[src/rtl/kt_pkg.sv]
package kt_pkg;
  typedef enum logic [1:0] {
    ST_IDLE  = 2'd0,
    ST_RUN   = 2'd1,
    ST_ALARM = 2'd2
  } kt_state_e;

  localparam logic [3:0] KEY_START = 4'hF;
  localparam logic [3:0] KEY_CLEAR = 4'hC;

  function automatic logic is_digit(input logic [3:0] code);
    return code <= 4'd9;
  endfunction
endpackage

[src/rtl/kt_entry.sv]
module kt_entry #(
  parameter int NUM_DIG = 2,
  parameter int VAL_W   = $clog2(10**NUM_DIG)
) (
  input  logic             clk_i,
  input  logic             rst_ni,
  input  logic             digit_i,
  input  logic [3:0]       code_i,
  input  logic             clear_i,
  output logic [VAL_W-1:0] value_o
);
  // dig_q[0] is units, dig_q[NUM_DIG-1] most significant
  logic [3:0] dig_q [NUM_DIG];

  for (genvar g = 0; g < NUM_DIG; g++) begin : g_dig
    always_ff @(posedge clk_i or negedge rst_ni) begin
      if (!rst_ni)      dig_q[g] <= '0;
      else if (clear_i) dig_q[g] <= '0;
      else if (digit_i) begin
        if (g == 0) dig_q[g] <= code_i;
        else        dig_q[g] <= dig_q[g-1];
      end
    end
  end

  always_comb begin
    logic [VAL_W-1:0] acc;
    acc = '0;
    for (int i = NUM_DIG - 1; i >= 0; i--) begin
      acc = acc * VAL_W'(10) + VAL_W'(dig_q[i]);
    end
    value_o = acc;
  end
endmodule

[src/rtl/kt_ctrl.sv]
module kt_ctrl
  import kt_pkg::*;
#(
  parameter int VAL_W       = 7,
  parameter int ALARM_TICKS = 10,
  localparam int AL_W       = $clog2(ALARM_TICKS + 1)
) (
  input  logic             clk_i,
  input  logic             rst_ni,
  input  logic             start_i,
  input  logic             clear_i,
  input  logic             tick_i,
  input  logic [VAL_W-1:0] value_i,
  output kt_state_e        state_o,
  output logic [VAL_W-1:0] count_o
);
  kt_state_e        state_q;
  logic [VAL_W-1:0] cnt_q;
  logic [AL_W-1:0]  acnt_q;

  always_ff @(posedge clk_i or negedge rst_ni) begin
    if (!rst_ni) begin
      state_q <= ST_IDLE;
      cnt_q   <= '0;
      acnt_q  <= '0;
    end else if (clear_i) begin
      state_q <= ST_IDLE;
      cnt_q   <= '0;
      acnt_q  <= '0;
    end else if (start_i && state_q != ST_RUN && value_i != '0) begin
      state_q <= ST_RUN;
      cnt_q   <= value_i;
      acnt_q  <= '0;
    end else if (tick_i) begin
      unique case (state_q)
        ST_RUN: begin
          if (cnt_q == VAL_W'(1)) begin
            state_q <= ST_ALARM;
            cnt_q   <= '0;
            acnt_q  <= AL_W'(ALARM_TICKS);
          end else begin
            cnt_q <= cnt_q - 1'b1;
          end
        end
        ST_ALARM: begin
          if (acnt_q == AL_W'(1)) state_q <= ST_IDLE;
          acnt_q <= acnt_q - 1'b1;
        end
        default: ;
      endcase
    end
  end

  assign state_o = state_q;
  assign count_o = cnt_q;
endmodule

[src/rtl/kt_outmux.sv]
module kt_outmux
  import kt_pkg::*;
#(
  parameter int VAL_W = 7
) (
  input  kt_state_e        state_i,
  input  logic [VAL_W-1:0] count_i,
  input  logic [VAL_W-1:0] value_i,
  input  logic             blink_i,
  input  logic             tone_wave_i,
  output logic             led_o,
  output logic             tone_o,
  output logic             timing_o,
  output logic             alarm_o,
  output logic [VAL_W-1:0] secs_o
);
  always_comb begin
    timing_o = (state_i == ST_RUN);
    alarm_o  = (state_i == ST_ALARM);
    led_o    = timing_o ? blink_i : (state_i == ST_IDLE);
    tone_o   = alarm_o & tone_wave_i;
    secs_o   = timing_o ? count_i : value_i;
  end
endmodule

[src/rtl/kpad_timer.sv]
module kpad_timer
  import kt_pkg::*;
#(
  parameter int NUM_DIG     = 2,
  parameter int ALARM_TICKS = 10,
  parameter int VAL_W       = $clog2(10**NUM_DIG)
) (
  input  logic             clk_i,
  input  logic             rst_ni,
  input  logic             key_valid_i,
  input  logic [3:0]       key_code_i,
  input  logic             tick_i,
  input  logic             blink_i,
  input  logic             tone_wave_i,
  output logic             led_o,
  output logic             tone_o,
  output logic             timing_o,
  output logic             alarm_o,
  output logic [VAL_W-1:0] secs_o
);
  logic             digit_hit, start_hit, clear_hit;
  logic [VAL_W-1:0] value;
  logic [VAL_W-1:0] count;
  kt_state_e        state;

  assign digit_hit = key_valid_i && is_digit(key_code_i);
  assign start_hit = key_valid_i && (key_code_i == KEY_START);
  assign clear_hit = key_valid_i && (key_code_i == KEY_CLEAR);

  kt_entry #(.NUM_DIG(NUM_DIG), .VAL_W(VAL_W)) u_entry (
    .clk_i   (clk_i),
    .rst_ni  (rst_ni),
    .digit_i (digit_hit),
    .code_i  (key_code_i),
    .clear_i (clear_hit),
    .value_o (value)
  );

  kt_ctrl #(.VAL_W(VAL_W), .ALARM_TICKS(ALARM_TICKS)) u_ctrl (
    .clk_i   (clk_i),
    .rst_ni  (rst_ni),
    .start_i (start_hit),
    .clear_i (clear_hit),
    .tick_i  (tick_i),
    .value_i (value),
    .state_o (state),
    .count_o (count)
  );

  kt_outmux #(.VAL_W(VAL_W)) u_out (
    .state_i     (state),
    .count_i     (count),
    .value_i     (value),
    .blink_i     (blink_i),
    .tone_wave_i (tone_wave_i),
    .led_o       (led_o),
    .tone_o      (tone_o),
    .timing_o    (timing_o),
    .alarm_o     (alarm_o),
    .secs_o      (secs_o)
  );
endmodule

[config.mk]
export PLATFORM = sky130hd
export DESIGN_NAME = kpad_timer
export DESIGN_NICKNAME = d
export VERILOG_FILES = /design/src/rtl/kt_pkg.sv /design/src/rtl/kt_entry.sv /design/src/rtl/kt_ctrl.sv /design/src/rtl/kt_outmux.sv /design/src/rtl/kpad_timer.sv
export SDC_FILE = /design/constraint.sdc
export NUM_CORES = 1
export LEC_CHECK = 0
export BUFFER_PORTS_ARGS = -buffer_cell sky130_fd_sc_hd__buf_2
export CAP_MARGIN = 20
export CORE_MARGIN = 3
export CORE_UTILIZATION = 52
export CTS_CLUSTER_SIZE = 40
export DETAILED_ROUTE_END_ITERATION = 7
export PLACE_DENSITY = 0.76
export SLEW_MARGIN = 10
export SYNTH_ARGS = -nofsm -noshare
export SYNTH_HDL_FRONTEND = slang
export SYNTH_HIERARCHICAL = 1
export SYNTH_SLANG_ARGS = --single-unit
[constraint.sdc]
create_clock -name clk_i -period 2.39 [get_ports clk_i]
set_input_delay 0.1195 -clock clk_i [delete_from_list [all_inputs] [get_ports clk_i]]
set_output_delay 0.1195 -clock clk_i [all_outputs]
set_load 0.01 [all_outputs]
* Yosys cells after proc, flatten, opt, wreduce, memory -nomap -nowiden
Cells that the tools add are included.
** Word-level totals
- Bits in registers :: 21
- Input bits :: 10
- Word-level logic and storage cells :: 56
** Operators by class
- $add $sub $neg :: 3
- $mul :: 1
- Order comparisons :: 1
- Equal/unequal tests :: 9
- Mux-type cells :: 22
- Bitwise logic cells :: 1
- Reduce and logical (&&, ||, !) cells :: 14
** Operators with widths (number)
- $mux 7 :: 6
- $mux 4 :: 8
- $mux 2 :: 5
- $eq 4x4->1 const B :: 2
- $ne 4x1->1 const B :: 2
- $pmux 4 s2 :: 1
- $add 7x4->7 :: 1
- $eq 7x1->1 const B :: 1
- $reduce_bool 7->1 :: 1
- $sub 7x1->7 const B :: 1
- $mul 4x3->6 const B :: 1
- $reduce_bool 3->1 :: 2
- $logic_and 1x1->1 :: 5
- $eq 4x1->1 const B :: 1
- $le 4x4->1 const B :: 1
- $pmux 2 s2 :: 1
- $reduce_and 4->1 :: 1
- $reduce_bool 4->1 :: 1
- $sub 4x1->4 const B :: 1
- $reduce_and 3->1 :: 1
- $eq 2x1->1 const B :: 1
- $eq 2x2->1 const B :: 1
- $logic_not 2->1 :: 1
- $ne 2x1->1 const B :: 1
- 4 further kinds :: 4

* Longest topological paths before layout
- Depth in word-level cells :: 6
- Gate-level depth with buffers :: 9

* By module
Netlist, hierarchy kept.
** By module, submodules not included
- kt_ctrl :: times used 1, cells an instance 95, area each 899.6 um^2, sequential area each 325.3 um^2
- kt_entry :: times used 1, cells an instance 48, area each 545.5 um^2, sequential area each 200.2 um^2
- kt_outmux :: times used 1, cells an instance 13, area each 151.4 um^2, sequential area each 0.0 um^2
- kpad_timer :: times used 1, cells an instance 6, area each 28.8 um^2, sequential area each 0.0 um^2

* Worst setup path after synthesis
Ideal clock, no wire load.
- Path type :: register -> register
- Start :: register u_entry/dig_q[2] (netlist bit)
- End :: register u_ctrl.acnt_q[3]
- Arrival :: 2.549 ns
- Data required time :: 2.309 ns
- Setup slack :: -0.240 ns
- Cell stages (with the launch flop) :: 10
- Cell sequence :: dfrtp_1 > ha_1 > ha_1 > a21oi_2 > nand2_1 > xor2_1 > or4_4 > o41ai_4 > nand2b_2 > nor3_2
** On the way
- Cells in the longest elaborated chain, start to end :: 6
** Ends and longest elaborated chain
- start: declaration :: line kt_entry.sv:13 : logic [3:0] dig_q [NUM_DIG];
- start signal: indexed assignment :: line kt_entry.sv:20 : if (g == 0) dig_q[g] <= code_i;
- start signal: indexed assignment :: line kt_entry.sv:21 : else dig_q[g] <= dig_q[g-1];
- $mul 4x3->6 (*) :: line kt_entry.sv:30 : acc = acc * VAL_W'(10) + VAL_W'(dig_q[i]);
- $add 7x4->7 (*) :: line kt_entry.sv:30
- named net value[4] :: line kpad_timer.sv:22 : logic [VAL_W-1:0] value;
- $reduce_bool 7->1 (*) :: line kt_ctrl.sv:30 : end else if (start_i && state_q != ST_RUN && value_i != '0) begin
- $logic_and 1x1->1 (*) :: line kt_ctrl.sv:30
- $ne 4x1->1 (no line) (tied with other cells)
- $reduce_and 3->1 (no line) or $mux 4 (tied branches)
- end signal: assignment :: line kt_ctrl.sv:40 : acnt_q <= AL_W'(ALARM_TICKS);
- end signal: assignment :: line kt_ctrl.sv:47 : acnt_q <= acnt_q - 1'b1;
- end: declaration :: line kt_ctrl.sv:19 : logic [AL_W-1:0] acnt_q;
Mark *: on every way through the listed nets, which the timed path passes. The rest lies on a longest branch.
A chain may end at the register's enable or synchronous reset.

* Final worst setup path
- Start :: register u_entry/dig_q[1] (netlist bit)
- End :: output secs_o[6]
** On the way
- Cells in the longest elaborated chain, start to end :: 3
** Ends and longest elaborated chain
- $mul 4x3->6 :: line kt_entry.sv:30
- $add 7x4->7 :: line kt_entry.sv:30
- named net value[6] :: line kpad_timer.sv:22
- $mux 7 :: line kt_outmux.sv:22 : secs_o = timing_o ? count_i : value_i;
- end: declaration :: line kpad_timer.sv:19 : output logic [VAL_W-1:0] secs_o
The timed path passes the listed nets, and every way through them passes these cells.

==> flow_summary.json <==
{
  "outcome": "complete, but fails checks",
  "violations": "setup timing",
  "crit_arrival_ps": 2630,
  "core_um2": 2877,
  "design_area_um2": 2069,
  "layout-drive-gt1-share_pct": 39.30,
  "gr-total-overflow": 0,
  "dieWidth_um": 61.91,
  "swShare_pct": 43.70,
  "antenna_found_initial": 0,
  "place_worst_setup_slack_ps": -249.9,
  "grt_max_degree": 22,
  "post-route-min-period_ps": 2750,
  "remaining_drc_errors": 0,
  "synth_area_um2": 1625,
  "crit_path_end_kind": "output pin",
  "setup_viol": 15,
  "first_global_vias": 1336,
  "clock_path_buffers": 2,
  "finClkSkew_ps": 11.31,
  "syn_nets": 187,
  "yosysMostFrequentCell": "dfrtp_1",
  "post_dp_cell_area_um2": 1876,
  "yosysTopAreaCell": "dfrtp_1",
  "hold_viol": 0,
  "synthTopCellsByCount": "dfrtp_1, nor2_1, mux2i_1",
  "vias": 1398,
  "routed_via_density": 5.753,
  "power.density_nw_per_um2": 1223,
  "wl_met3_um": 231,
  "synthArstFlopShare_pct": 100.0,
  "power_frac_clock_pct": 7.1,
  "rows": 19,
  "dieArea_um2": 3832,
  "crit_type": "flop to output pin",
  "wirelength_um": 4011,
  "reg2reg_to": "u_ctrl/count_o[0]",
  "fmax_mhz": 363.6,
  "peakVddDrop_mv": 0.5704,
  "worst_slack_ps": -360.0,
  "drv_slew": 0,
  "cp-start-kind": "flop",
  "worst-r2r-cell-count": 12,
  "gr-usage-all-layers_pct": 22.10,
  "hold_depth": 3,
  "max_slew_margin_pct": 66.85,
  "drt_iter0_markers": 86,
  "dieHeight_um": 61.91,
  "r2r-start": "u_entry/dig_q[1]",
  "sequentialPowerShare_pct": 25.3,
  "wl_met2_um": 2017,
  "initial_utilization_pct": 56.50,
  "dp_hpwl_um": 2793,
  "finalCritPeriodShare_pct": 115.1,
  "cts_buffers": 3,
  "area_delta_synth_final_pct": 27.33,
  "cap_violations": 0,
  "synth_edf_count": 0,
  "clock-sinks": 21,
  "ys_types": 45,
  "cts_max_level": 1,
  "diodes": 0,
  "cp.required_ps": 2270,
  "ys_seq_area_share_pct": 32.33,
  "p_int_w": 0.001425,
  "power_switching_w": 0.001106,
  "hold_class": "input port to flop",
  "synthTopCellsByArea": "dfrtp_1, ha_1, mux2i_1",
  "wl_per_cell_um": 16.51,
  "final_antenna_net_count": 0,
  "io_pins": 21,
  "clk_latency_ps": 310,
  "synth_cells": 162,
  "rsz0062_at_grt": "true",
  "cts_root_buf": "clkbuf_4",
  "wl_met1_um": 1637,
  "cp_max_fo": 2,
  "cts_tree": "built",
  "io_buffers": 20,
  "clkSlewWorstSetupHoldPaths_ps": 130,
  "grt_pass1_wl_um": 6223,
  "synth_top_area_share_pct": 32.33,
  "ys_ff_latch": 21,
  "worst_pin_slew_ps": 497.3,
  "dp_cells": 234,
  "min_to": "u_entry/dig_q[7]",
  "timing.hold.ws_ps": 73.85,
  "p_comb_share_pct": 67.6,
  "p_leak_nw": 0.9638,
  "rrSetupSlack_ps": -300,
  "min-delay-start": "key_code_i[3]",
  "ys.warnings.count": 6,
  "top_layer_used": "met4",
  "instances_no_fill": 243,
  "synth-main-ff-cell": "dfrtp_1",
  "fin_nets": 227,
  "avgSynthCellArea_um2": 10.03,
  "firstDrtPassIters": 4,
  "place_congestion": 0.9090
}
cell families (layout without fill, tap and decap cells):
group	after synthesis	count (layout)	share of synthesized area, %
mux	21	21	15.09
simple gates	60	60	20.32
flops	21	21	32.33
fa+ha+maj	15	15	12.47
compound gates	27	27	12.93
xor+xnor	5	5	2.695
buf+inv	13	52	4.157
power groups by stage:
stage	Clock (W)	Combinational [W]	Sequential, W
floorplan	0	0.00102	0.000598
global placement	0	0.00142	0.000622
detailed placement	0	0.00147	0.000633
CTS	0.000184	0.00158	0.000631
global route	0.000198	0.00186	0.000660
finish	0.000181	0.00171	0.000640
per-stage QoR:
| step | util [%] | power (W) | setup TNS [ps] |
|---|---|---|---|
| finish | 71.94 | 0.002531 | -3280 |
| global route | 71.94 | 0.002716 | -4522 |
| CTS | 69.51 | 0.002393 | -2990 |
| detailed placement | 65.20 | 0.002102 | -2372 |
| global placement | 65.20 | 0.002038 | -1405 |
| floorplan | - | 0.001614 | -1780 |
worst max-delay path, cell delays in order, from the launching register on:
cell and delay [ps]:
dfrtp_1 410, ha_1 310, ha_2 190, fa_1 520, nand2_1 80, a21oi_2 150
xnor2_2 100, buf_4 160, mux2_4 260, buf_6 120
repair_timing:
action | 4_1_cts | 5_1_grt
cloned | 0 | 0
hold buffers | 1 | 0
resized for setup | 14 | 8
endpoints found under the hold margin | 21 | 0
pin swaps | 5 | 4
setup endpoints to repair | 16 | 16
buffers inserted | 2 | 2
sequential cells by signal (all words and copies together) (netlist names):
| register | cells |
|---|---|
| u_ctrl/count_o | 7 |
| u_ctrl/acnt_q | 4 |
| u_ctrl/state_o | 2 |
| u_entry/dig_q | 8 |
layout make-up:
class                   count  area [µm²]
multi-input cells         128        1165
fillers                   211       807.0
flip-flops and latches     21       525.5
repair buffers             40       270.3
well taps                  42       52.55
inverters                   8       30.03
clock buffers               4       26.28
layout by cell type (no fill, tap or decap), drive strengths merged, types with 3 or more instances in the layout:
cell type	n
dfrtp	21
mux2	7
clkbuf	4
inv	8
nand2	13
xnor2	3
a21oi	10
nor2	16
o21ai	5
buf	39
nor2b	4
nor3	4
ha	13
mux2i	14
nand3	8
layer usage:
metal	vias to the layer above	GRT usage [%]
li1	654	-
met1	677	26.90
met2	55	37.97
met3	12	3.512
met4	0	10.61
met5	-	0
worst max path at each step:
stage / depth (start not counted) / slack, ps / startpoint / endpoint
after floorplan: 9 / -200 / u_entry/dig_q[1] / u_ctrl/acnt_q[3]
after global placement: 10 / -170 / u_entry/dig_q[0] / u_ctrl/count_o[6]
after detailed placement: 10 / -250 / u_entry/dig_q[0] / u_ctrl/count_o[6]
after CTS: 9 / -360 / u_entry/dig_q[1] / secs_o[6]
after global routing: 12 / -440 / u_entry/dig_q[1] / u_ctrl/count_o[0]
final: 9 / -360 / u_entry/dig_q[1] / secs_o[6]
No activity file was read; power rests on OpenSTA's default activity.
